--- src/rtl/fb_pkg.sv ---
package fb_pkg;
  localparam int unsigned FB_WORDS = 16;
  localparam int unsigned FB_DW    = 16;

  typedef enum logic {
    PORT_TX = 1'b0,
    PORT_RX = 1'b1
  } fb_port_e;
endpackage

--- src/rtl/fb_port_ctr.sv ---
module fb_port_ctr #(
  parameter int unsigned WORDS = 16,
  localparam int unsigned IW = $clog2(WORDS)
) (
  input  logic          clk_i,
  input  logic          rst_ni,
  input  logic          clr_i,
  input  logic          adv_i,
  input  logic [IW-1:0] last_i,
  output logic [IW-1:0] idx_o,
  output logic          wrap_o
);
  logic [IW-1:0] idx_q;

  // >= keeps the counter bounded if the length shrinks mid-frame
  assign wrap_o = adv_i && (idx_q >= last_i);
  assign idx_o  = idx_q;

  always_ff @(posedge clk_i or negedge rst_ni) begin
    if (!rst_ni)     idx_q <= '0;
    else if (clr_i)  idx_q <= '0;
    else if (wrap_o) idx_q <= '0;
    else if (adv_i)  idx_q <= idx_q + 1'b1;
  end
endmodule

--- src/rtl/fb_tx_path.sv ---
module fb_tx_path #(
  parameter int unsigned WORDS = 16,
  parameter int unsigned DW    = 16,
  localparam int unsigned IW = $clog2(WORDS),
  localparam int unsigned BW = DW / 2
) (
  input  logic                clk_i,
  input  logic                rst_ni,
  input  logic                flush_i,
  input  logic                acc_i,
  input  logic                hi_i,
  input  logic [BW-1:0]       wdata_i,
  input  logic [IW-1:0]       last_i,
  input  logic                pull_i,
  output logic                full_o,
  output logic [WORDS*DW-1:0] frame_o,
  output logic                fresh_o
);
  logic [DW-1:0] mem_q  [WORDS];
  logic [DW-1:0] held_q [WORDS];
  logic [BW-1:0] stage_q;
  logic [IW-1:0] idx;
  logic          adv, wrap, full_q, fresh_q;

  assign adv = acc_i && hi_i;

  fb_port_ctr #(.WORDS(WORDS)) u_ctr (
    .clk_i (clk_i),
    .rst_ni(rst_ni),
    .clr_i (flush_i),
    .adv_i (adv),
    .last_i(last_i),
    .idx_o (idx),
    .wrap_o(wrap)
  );

  always_ff @(posedge clk_i or negedge rst_ni) begin
    if (!rst_ni) begin
      stage_q <= '0;
      full_q  <= 1'b0;
      fresh_q <= 1'b0;
      for (int k = 0; k < WORDS; k++) begin
        mem_q[k]  <= '0;
        held_q[k] <= '0;
      end
    end else if (flush_i) begin
      stage_q <= '0;
      full_q  <= 1'b0;
      fresh_q <= 1'b0;
      for (int k = 0; k < WORDS; k++) begin
        mem_q[k]  <= '0;
        held_q[k] <= '0;
      end
    end else begin
      if (acc_i && !hi_i) stage_q <= wdata_i;
      if (adv) mem_q[idx] <= {wdata_i, stage_q};
      // pull samples the registered buffer; a frame completing now stays pending
      if (pull_i && full_q)
        for (int k = 0; k < WORDS; k++) held_q[k] <= mem_q[k];
      fresh_q <= pull_i && full_q;
      full_q  <= (full_q && !pull_i) || wrap;
    end
  end

  for (genvar g = 0; g < WORDS; g++) begin : g_pack
    assign frame_o[g*DW +: DW] = held_q[g];
  end

  assign full_o  = full_q;
  assign fresh_o = fresh_q;
endmodule

--- src/rtl/fb_rx_path.sv ---
module fb_rx_path #(
  parameter int unsigned WORDS = 16,
  parameter int unsigned DW    = 16,
  localparam int unsigned IW = $clog2(WORDS),
  localparam int unsigned BW = DW / 2
) (
  input  logic                clk_i,
  input  logic                rst_ni,
  input  logic                flush_i,
  input  logic                acc_i,
  input  logic                hi_i,
  input  logic [IW-1:0]       last_i,
  input  logic                push_i,
  input  logic [WORDS*DW-1:0] frame_i,
  output logic                ready_o,
  output logic [BW-1:0]       rdata_o
);
  logic [DW-1:0] mem_q [WORDS];
  logic [IW-1:0] idx;
  logic          adv, wrap, ready_q;

  // reads of an empty buffer do not move the counter
  assign adv = acc_i && hi_i && ready_q && !push_i;

  fb_port_ctr #(.WORDS(WORDS)) u_ctr (
    .clk_i (clk_i),
    .rst_ni(rst_ni),
    .clr_i (flush_i || push_i),
    .adv_i (adv),
    .last_i(last_i),
    .idx_o (idx),
    .wrap_o(wrap)
  );

  always_ff @(posedge clk_i or negedge rst_ni) begin
    if (!rst_ni) begin
      ready_q <= 1'b0;
      for (int k = 0; k < WORDS; k++) mem_q[k] <= '0;
    end else if (flush_i) begin
      ready_q <= 1'b0;
      for (int k = 0; k < WORDS; k++) mem_q[k] <= '0;
    end else if (push_i) begin
      ready_q <= 1'b1;
      for (int k = 0; k < WORDS; k++) mem_q[k] <= frame_i[k*DW +: DW];
    end else if (wrap) begin
      ready_q <= 1'b0;
    end
  end

  assign ready_o = ready_q;
  assign rdata_o = hi_i ? mem_q[idx][DW-1:BW] : mem_q[idx][BW-1:0];
endmodule

--- src/rtl/fb_frame_buf.sv ---
module fb_frame_buf
  import fb_pkg::*;
#(
  parameter int unsigned WORDS = FB_WORDS,
  parameter int unsigned DW    = FB_DW,
  localparam int unsigned IW = $clog2(WORDS),
  localparam int unsigned BW = DW / 2
) (
  input  logic                clk_i,
  input  logic                rst_ni,
  input  logic                flush_i,
  input  logic                dma_en_i,
  input  logic [IW-1:0]       flen_m1_i,
  input  logic                cs_ni,
  input  logic                rd_i,
  input  logic                wr_i,
  input  logic                port_rx_i,
  input  logic                byte_hi_i,
  input  logic [BW-1:0]       wdata_i,
  output logic [BW-1:0]       rdata_o,
  input  logic                tx_dack_ni,
  input  logic                rx_dack_ni,
  output logic                tx_dreq_o,
  output logic                rx_dreq_o,
  output logic                rx_ready_o,
  input  logic                core_tx_pull_i,
  output logic [WORDS*DW-1:0] core_tx_frame_o,
  output logic                core_tx_fresh_o,
  input  logic                core_rx_push_i,
  input  logic [WORDS*DW-1:0] core_rx_frame_i
);
  logic tx_acc, rx_acc, tx_full, rx_ready;

  always_comb begin
    if (dma_en_i) begin
      tx_acc = wr_i && !tx_dack_ni;
      rx_acc = rd_i && !rx_dack_ni;
    end else begin
      tx_acc = wr_i && !cs_ni && (fb_port_e'(port_rx_i) == PORT_TX);
      rx_acc = rd_i && !cs_ni && (fb_port_e'(port_rx_i) == PORT_RX);
    end
  end

  fb_tx_path #(.WORDS(WORDS), .DW(DW)) u_tx (
    .clk_i  (clk_i),
    .rst_ni (rst_ni),
    .flush_i(flush_i),
    .acc_i  (tx_acc),
    .hi_i   (byte_hi_i),
    .wdata_i(wdata_i),
    .last_i (flen_m1_i),
    .pull_i (core_tx_pull_i),
    .full_o (tx_full),
    .frame_o(core_tx_frame_o),
    .fresh_o(core_tx_fresh_o)
  );

  fb_rx_path #(.WORDS(WORDS), .DW(DW)) u_rx (
    .clk_i  (clk_i),
    .rst_ni (rst_ni),
    .flush_i(flush_i),
    .acc_i  (rx_acc),
    .hi_i   (byte_hi_i),
    .last_i (flen_m1_i),
    .push_i (core_rx_push_i),
    .frame_i(core_rx_frame_i),
    .ready_o(rx_ready),
    .rdata_o(rdata_o)
  );

  assign rx_ready_o = rx_ready;
  assign tx_dreq_o  = dma_en_i && !tx_full;
  assign rx_dreq_o  = dma_en_i && rx_ready;
endmodule

--- config.mk ---
export PLATFORM = sky130hd
export DESIGN_NAME = fb_frame_buf
export DESIGN_NICKNAME = d
export VERILOG_FILES = /design/src/rtl/fb_pkg.sv /design/src/rtl/fb_port_ctr.sv /design/src/rtl/fb_tx_path.sv /design/src/rtl/fb_rx_path.sv /design/src/rtl/fb_frame_buf.sv
export SDC_FILE = /design/constraint.sdc
export NUM_CORES = 1
export LEC_CHECK = 0
export BUFFER_PORTS_ARGS = -buffer_cell sky130_fd_sc_hd__buf_4
export CELL_PAD_IN_SITES_DETAIL_PLACEMENT = 1
export CELL_PAD_IN_SITES_GLOBAL_PLACEMENT = 1
export CORE_UTILIZATION = 45
export DETAILED_ROUTE_END_ITERATION = 10
export HOLD_SLACK_MARGIN = 0.12
export PLACE_DENSITY_LB_ADDON = 0.1
export SLEW_MARGIN = 15
export SYNTH_ARGS = -nofsm -noshare
export SYNTH_HDL_FRONTEND = slang
export SYNTH_SLANG_ARGS = --single-unit
--- constraint.sdc ---
create_clock -name clk_i -period 2.67 [get_ports clk_i]
set_clock_uncertainty 0.05 [all_clocks]
set_input_delay 0.1335 -clock clk_i [delete_from_list [all_inputs] [get_ports clk_i]]
set_output_delay 0.1335 -clock clk_i [all_outputs]
set_load 0.1 [all_outputs]
=== Yosys cells after proc, flatten, opt, wreduce, memory -nomap -nowiden ===
Cells that the tools add are included.

* Add/subtract/negate cells: 2
* Magnitude comparators: 5
* Mux-type cells: 28
* Bitwise logic cells: 3
* Reduce and logical (&&, ||, !) cells: 34

{| class="wikitable"
|+ Operators with widths
! kind !! count
|-
| $mux W256 || 6
|-
| $bwmux W256 || 1
|-
| $bmux W16 S4 || 1
|-
| $demux W16 S4 || 1
|-
| $mux W16 || 3
|-
| $mux W4 || 6
|-
| $mux W8 || 3
|-
| $logic_and A1 B1 Y1 || 18
|-
| $ge A5 B5 Y1 const B || 2
|-
| $not A4 Y5 || 2
|-
| $reduce_bool A3 Y1 || 3
|-
| $add A4 B1 Y4 const B || 2
|-
| $ge A4 B4 Y1 || 2
|-
| $reduce_bool A2 Y1 || 4
|-
| $logic_not A1 Y1 || 7
|-
| $mux W1 || 7
|-
| $lt A5 B1 Y1 const B || 1
|-
| $logic_or A1 B1 Y1 || 2
|-
| $not A1 Y1 || 1
|}

* Register bits: 787
* Input bits: 281
* Output and inout bits: 268
* Word-level logic and storage cells: 126

=== Logic depth before layout (Yosys ltp) ===
Gate-level depths: netlist of the first run.

* Word-level depth: 11
* Depth in mapped cells: 9
* Gate-level depth less buffers: 7

=== Hierarchy ===
A second synthesis of the first run with hierarchy kept.

* Cells, all modules: 2,516
* Area total of the unflattened synthesis: 33,794.9 um^2

{| class="wikitable"
|+ Modules (own cells, without submodules)
! module !! instances !! cells an instance !! area an instance (um^2) !! seq. area each (um^2)
|-
| fb_tx_path || 1 || 1,499 || 20,867.5 || 13,062.5
|-
| fb_rx_path || 1 || 939 || 12,196.7 || 6,431.2
|-
| fb_port_ctr || 2 || 35 || 341.6 || 100.1
|-
| fb_frame_buf || 1 || 8 || 47.5 || 0.0
|}

=== Least setup slack after synthesis of the first run ===
No wires, ideal clock.

* Kind: register to output
* Start point: register u_rx.u_ctr.idx_q[0], in the netlist u_rx.u_ctr.idx_o[0]
* End point: output rdata_o[6]
* Data arrival time: 2.425 ns
* Data required time: 2.487 ns
* Slack: 0.062 ns
* Cell stages (with the launch flop): 7
* Buffers on the path: 3
* Cells stage by stage: dfrtp_1 buf_6 buf_6 buf_4 mux4_2 a221oi_1 nand3_1

* Longest elaborated chain between the ends: 5

{| class="wikitable"
|+ Ends and longest elaborated chain
! element !! RTL line !! source
|-
| from (decl) || fb_port_ctr.sv:13 || <nowiki>logic [IW-1:0] idx_q;</nowiki>
|-
| from (signal assigned) || fb_port_ctr.sv:23 || <nowiki>else if (adv_i) idx_q <= idx_q + 1'b1;</nowiki>
|-
| $not A4 Y5 (implied by the code) || fb_rx_path.sv:51 || <nowiki>assign rdata_o = hi_i ? mem_q[idx][DW-1:BW] : mem_q[idx][BW-1:0];</nowiki>
|-
| $bmux W16 S4 || fb_rx_path.sv:51 ||
|-
| $mux W16 (implied by the code) (2 in series) || fb_rx_path.sv:51 ||
|-
| $mux W8 || fb_rx_path.sv:51 ||
|-
| to (decl) || fb_frame_buf.sv:20 || <nowiki>output logic [BW-1:0] rdata_o,</nowiki>
|}

No other way between the ends. The select of a mux whose other input is x is not followed.

=== Final worst setup path of the first run ===
* Start point: register u_rx.u_ctr.idx_q[1], in the netlist u_rx.u_ctr.idx_o[1]
* End point: output rdata_o[4]

The elaborated chain is that of the path after synthesis.

==> impl_metrics.csv, run 1 <==
group,metric,value,unit
route,drtIter0Drc,2388,
sta,worstMarginPinSlew,1.11,ns
sta,setup-violations-final,8,
route,viasPerCell,5.97,
clocking,insertion_delay,0.64,ns
sta,period_needed,3.13,ns
global_route,antenna_found_initial,20,
yosys,syn-cell-area,32900,um2
final_layout,final_area,45300,um2
die,fp.dieW,272,um
yosys,synth_ff_type,"dfrtp_1",
yosys,ys_ff_latch,787,
final_layout,layout_common_cells,"dfrtp_1 (785), buf_4 (599), mux2i_1 (416), dlygate4sd3_1 (369), nand2_1 (366)",
outcome,status,"finished, violations left",
power_and_ir_drop,powerDensity,602,nW/um2
worst_setup_path,cp-start-kind,"register",
power_and_ir_drop,worst_ir_drop_vdd,493,uV
die,fp-row-count,98,
route,drt_pass1_iterations,5,
die,die_y,272,um
global_route,grt_pass1_wl,195000,um
route,drc,0,
worst_setup_path,crit_arrival,2.95,ns
sta,rsz0062_at_grt,"yes",
die,die_area,74200,um2
worst_setup_path,criticalPathCategory,"reg -> out",
yosys,avgSynthCellArea,11.7,um2
die,initial_utilization,0.458,
yosys,synth-async-reset-ratio,1.00,
worst_setup_path,crit_fanout,36,
clocking,cts_buffers,85,
placed_design,dp_slack,-0.102,ns
yosys,synth_warnings,0,
worst_setup_path,reg2reg_from,"u_rx.u_ctr.idx_o[0]",
die,pin_count,549,
final_layout,drive_gt1_frac,0.232,
worst_setup_path,worstPathRequired,2.49,ns
route,wl,140000,um
final_layout,finalCoreUtilization,0.630,
yosys,ys_seq_area_frac,0.599,
placed_design,dpl_cell_area,38100,um2
worst_setup_path,rr_endpoint,"u_rx.u_ctr.idx_o[3]",
yosys,synth_edf_count,0,
power_and_ir_drop,total_power,27300,uW
route,post_drt_wl_per_cell,29.7,um
global_route,grt-ovfl-total,0,
placed_design,port_buffers,548,
sta,fin_ws,-0.463,ns
worst_setup_path,slowest_stage,"mux2i_1",
sta,maxSlewHeadroom,0.259,
clocking,cts_root_buffer,"clkbuf_16",
sta,hold_viol_final,0,
clocking,cts_sinks,787,
clocking,cts_tree,"done",
route,vias,28091,
sta,fin_tns_setup,-3.32,ns
global_route,grt_pass1_vias,30162,
yosys,synth_cells,2807,
worst_setup_path,crit_chain,"buf_4 -> buf_12 -> buf_12 -> mux2i_1 -> a22oi_1 -> nand3_1 -> nand3_4 -> buf_12",
die,core_area,71900,um2
clocking,htree_num_levels,3,
worst_hold_path,hold_path_class,"in -> async",
final_layout,area_delta_synth_final,37.7,%
sta,fmax,319,MHz
worst_setup_path,max_stage_delay,0.50,ns
yosys,synth.distinct_cells,44,
final_layout,final_common_cell,"dfrtp_1",
run,max_cap_viol_count,0,
route,ant_nets,0,
clocking,clock_path_buffers,3,
sta,finalCritPeriodShare,1.17,
placed_design,hpwl,74400,um
placed_design,gp_congestion,0.849,
final_layout,finalNetCount,3967,
worst_setup_path,crit_path_frequent_cell,"buf_12",
worst_setup_path,cp-end-kind,"output pin",
yosys,synth_fp_nets,3101,
global_route,grt_max_degree,172,
worst_setup_path,reg2reg_depth,10,
global_route,grt_usage,0.349,
outcome,violations,"negative setup slack",
worst_setup_path,reg2reg_slack,0.02,ns
clocking,clk_pin_slew,0.07,ns
power_and_ir_drop,leakage,0.0224,uW
sta,maxSlewViolCount,0,
[report_power, final]
| part | internal [uW] | leakage [uW] | total [uW] | switching, uW |
|---|---|---|---|---|
| Sequential | 12200 | 0.0108 | 12400 | 241 |
| Combinational | 1120 | 0.0102 | 2630 | 1520 |
| Clock | 7060 | 0.00139 | 12200 | 5170 |
[per-layer routing]
layer  part of all wire  routed length, um  track usage
met1               0.36              50900        0.419
met2               0.49              68200        0.590
met3              0.073              10200       0.0659
met4              0.074              10300        0.197
met5            0.00033                 46            0
[cell families (layout without fill, tap and decap cells)]
kind of cell             count (synthesis)  after routing  synth area share
other                                    0             18                 0
AND/OR/NAND/NOR                        807            807             0.103
buffers and inverters                  253           1181            0.0347
AO/OA/AOI/OAI                          498            498             0.109
flip-flops                             787            787             0.599
adder cells (fa/ha/maj)                 13             13           0.00495
multiplexers                           449            449             0.149
[registers in the layout, summed over array words and instances, names as in the netlist]
signal and cells:
u_rx.mem_q 256, u_rx.ready_o 1, u_tx.full_o 1, u_tx.u_ctr.idx_o 4, u_tx.frame_o 256, u_tx.mem_q 256
u_tx.stage_q 8, u_tx.fresh_o 1, u_rx.u_ctr.idx_o 4
[cell type report]
type,instances,area (um2)
Clock buffer,121,2480
Sequential cell,787,19700
Antenna cell,18,45.0
Clock inverter,28,328
Fill cell,7160,26600
Tap cell,950,1190
Inverter,11,41.3
Multi-Input combinational cell,1767,12300
Timing Repair Buffer,1021,9180
[what timing repair did]
item,in CTS,in global routing
buffers inserted,12,4
hold buffers,370,0
setup endpoints to repair,8,12
pin swaps,4,11
gates cloned,1,1
hold endpoints to repair,982,0
gates resized for setup,41,37
[synth_stat cells, types with 5 or more instances]
library cell	n	area share
mux2i_1	417	0.13
nand2_1	366	0.042
buf_2	76	0.012
a22oi_1	16	0.0037
nand3_1	27	0.0041
a221oi_1	8	0.0021
dfrtp_1	787	0.60
mux4_2	32	0.022
nor3_4	7	0.0035
buf_6	7	0.0024
ha_1	13	0.0049
a21oi_1	196	0.030
inv_1	11	0.0013
nor2b_1	5	0.00095
buf_1	11	0.0013
nor2_1	359	0.041
a22o_1	264	0.070
clkbuf_1	136	0.016
buf_4	12	0.0027
or3_1	11	0.0021
[stage by stage]
step / cells / hold WS [ns]
after global routing: 4702 / 0.251
after global placement: 4148 / 0.115
after detailed placement: 4148 / 0.125
after floorplan: 2807 / -0.212
after CTS: 4680 / 0.141
final: 4703 / 0.240
[worst max path at each step]
stage | cells past startpoint | to | start
2_1_floorplan | 6 | rdata_o[6] | u_rx.u_ctr.idx_o[0]
3_3_place_gp | 6 | rdata_o[3] | u_rx.u_ctr.idx_o[1]
3_5_place_dp | 6 | rdata_o[2] | u_rx.u_ctr.idx_o[1]
4_1_cts | 7 | rdata_o[2] | u_rx.u_ctr.idx_o[0]
5_1_grt | 8 | rdata_o[4] | u_rx.u_ctr.idx_o[1]
6_report | 8 | rdata_o[4] | u_rx.u_ctr.idx_o[1]
[worst max-delay path, delay by kind of cell (launching register included)]
kind / cells / cell delay (ns)
buf+inv: 4 / 0.80
mux: 1 / 0.50
compound gates: 1 / 0.20
flops: 1 / 0.47
simple gates: 2 / 0.29
Power figures use the tool's default switching activity.
==> inputs of run 2 (changes only) <==
- CORE_UTILIZATION: 45 -> 42
==> run 2 against run 1 <==
The flow still finishes with violations (negative setup slack). Register-to-register slack better by 0.07 ns. Fmax is 1.4% higher. Global-route usage is 2.2 points lower. Clock-buffer cell count down 2. Design area increased by 0.95%. Worst hold slack got worse by 0.034 ns. Critical path depth is the same. First-iteration DRC count down 17%. Critical path type unchanged. Highest routed layer is now met4.
==> impl_metrics.csv, run 2 (synthesis results as in run 1) <==
group,metric,value,unit
clocking,clk_pin_slew,0.06,ns
die,initial_utilization,0.425,
sta,rsz0062_at_grt,"yes",
worst_setup_path,rr_endpoint,"u_rx.ready_o",
worst_setup_path,crit_chain,"buf_12 -> buf_12 -> mux4_2 -> a22o_1 -> a221oi_2 -> buf_4 -> nand3_4 -> buf_12",
final_layout,final_common_cell,"dfrtp_1",
worst_setup_path,cp-start-kind,"register",
worst_setup_path,slowest_stage,"mux4_2",
placed_design,port_buffers,548,
clocking,cts_tree,"done",
route,vias,27178,
worst_setup_path,worstPathRequired,2.49,ns
global_route,grt_usage,0.327,
global_route,grt-ovfl-total,0,
final_layout,final_area,45700,um2
sta,finalCritPeriodShare,1.16,
global_route,grt_max_degree,207,
clocking,insertion_delay,0.63,ns
global_route,grt_pass1_vias,29689,
route,drtIter0Drc,1972,
route,viasPerCell,5.62,
final_layout,drive_gt1_frac,0.227,
die,pin_count,549,
worst_setup_path,reg2reg_slack,0.09,ns
global_route,antenna_found_initial,12,
route,ant_nets,0,
global_route,grt_pass1_wl,194000,um
route,wl,131000,um
worst_setup_path,crit_arrival,2.91,ns
worst_setup_path,criticalPathCategory,"reg -> out",
sta,maxSlewViolCount,0,
clocking,clock_path_buffers,3,
outcome,violations,"negative setup slack",
sta,setup-violations-final,8,
run,max_cap_viol_count,0,
clocking,cts_sinks,787,
die,die_y,282,um
die,fp.dieW,282,um
final_layout,finalNetCount,4017,
clocking,cts_root_buffer,"clkbuf_16",
final_layout,area_delta_synth_final,39.0,%
sta,fin_ws,-0.421,ns
route,drt_pass1_iterations,5,
power_and_ir_drop,total_power,26800,uW
die,fp-row-count,102,
placed_design,dpl_cell_area,38200,um2
sta,fmax,324,MHz
clocking,htree_num_levels,3,
worst_setup_path,crit_path_frequent_cell,"buf_12",
sta,period_needed,3.09,ns
power_and_ir_drop,worst_ir_drop_vdd,434,uV
worst_hold_path,hold_path_class,"in -> async",
sta,maxSlewHeadroom,0.223,
die,core_area,77500,um2
worst_setup_path,crit_fanout,5,
worst_setup_path,max_stage_delay,0.52,ns
outcome,status,"finished, violations left",
sta,worstMarginPinSlew,1.17,ns
route,post_drt_wl_per_cell,27.0,um
power_and_ir_drop,leakage,0.0226,uW
power_and_ir_drop,powerDensity,587,nW/um2
clocking,cts_buffers,85,
route,drc,0,
placed_design,hpwl,75100,um
placed_design,gp_congestion,0.874,
worst_setup_path,reg2reg_depth,10,
final_layout,nFillCells,8008,
die,die_area,79400,um2
final_layout,layout_common_cells,"dfrtp_1 (785), buf_4 (604), dlygate4sd3_1 (421), mux2i_1 (417), nand2_1 (366)",
sta,hold_viol_final,0,
worst_setup_path,cp-end-kind,"output pin",
worst_setup_path,reg2reg_from,"u_rx.u_ctr.idx_o[0]",
run 2: what timing repair did:
| item | CTS | global route |
|---|---|---|
| hold endpoints to repair | 1163 | 0 |
| pin swaps | 7 | 9 |
| gates resized for setup | 53 | 9 |
| endpoints found under the setup margin | 8 | 9 |
| gates cloned | 1 | 1 |
| hold buffers | 422 | 0 |
| setup buffers | 10 | 12 |
run 2: area by class of cell:
type	instances	area (um2)	area share
Antenna cell	12	30.0	0.000657
Clock buffer	119	2490	0.0544
Clock inverter	31	268	0.00586
Inverter	11	41.3	0.000903
Multi-Input combinational cell	1767	12200	0.268
Sequential cell	787	19700	0.431
Tap cell	1040	1300	0.0285
Timing Repair Buffer	1071	9640	0.211
run 2: layer usage:
layer / part of all wire / track usage / vias up / wire length [um]
li1: - / - / 11603 / -
met1: 0.38 / 0.396 / 14225 / 50100
met2: 0.51 / 0.557 / 990 / 66400
met3: 0.052 / 0.0554 / 360 / 6780
met4: 0.057 / 0.177 / 0 / 7480
met5: 0 / 0 / - / 0
run 2: metrics by stage:
step           cells  utilization  setup TNS (ns)  hold WS [ns]  worst slack, ns
3_3_place_gp    4231        0.493               0        0.0505           0.0617
2_1_floorplan   2807            -               0        -0.212           0.0618
3_5_place_dp    4231        0.493               0        0.0559           0.0774
5_1_grt         4836        0.590           -3.03         0.224           -0.451
6_report        4838        0.590           -2.78         0.207           -0.421
4_1_cts         4814        0.588           -2.30         0.131           -0.327
run 2: report_power, final:
group	switching, uW	internal, uW	total [uW]	leakage, uW
logic	1420	1170	2590	0.0104
clock network	5030	6800	11800	0.00139
registers	240	12200	12400	0.0108
total	6690	20100	26800	0.0226
run 2: critical path: cells and delay by family (launching register included):
| family | cells | cell delay, ns |
|---|---|---|
| DFF | 1 | 0.47 |
| buffers and inverters | 4 | 0.70 |
| and+or+nand+nor | 1 | 0.10 |
| muxes | 1 | 0.52 |
| AOI/OAI and AO/OA | 2 | 0.49 |
run 2: how the worst max path moves through the flow:
| stage | start | end | slack, ns |
|---|---|---|---|
| 3_5_place_dp | u_rx.u_ctr.idx_o[0] | rdata_o[7] | 0.08 |
| 3_3_place_gp | u_rx.u_ctr.idx_o[0] | rdata_o[7] | 0.06 |
| 6_report | u_rx.u_ctr.idx_o[0] | rdata_o[5] | -0.42 |
| 2_1_floorplan | u_rx.u_ctr.idx_o[0] | rdata_o[6] | 0.06 |
| 5_1_grt | u_rx.u_ctr.idx_o[0] | rdata_o[5] | -0.45 |
| 4_1_cts | u_rx.u_ctr.idx_o[0] | rdata_o[0] | -0.33 |
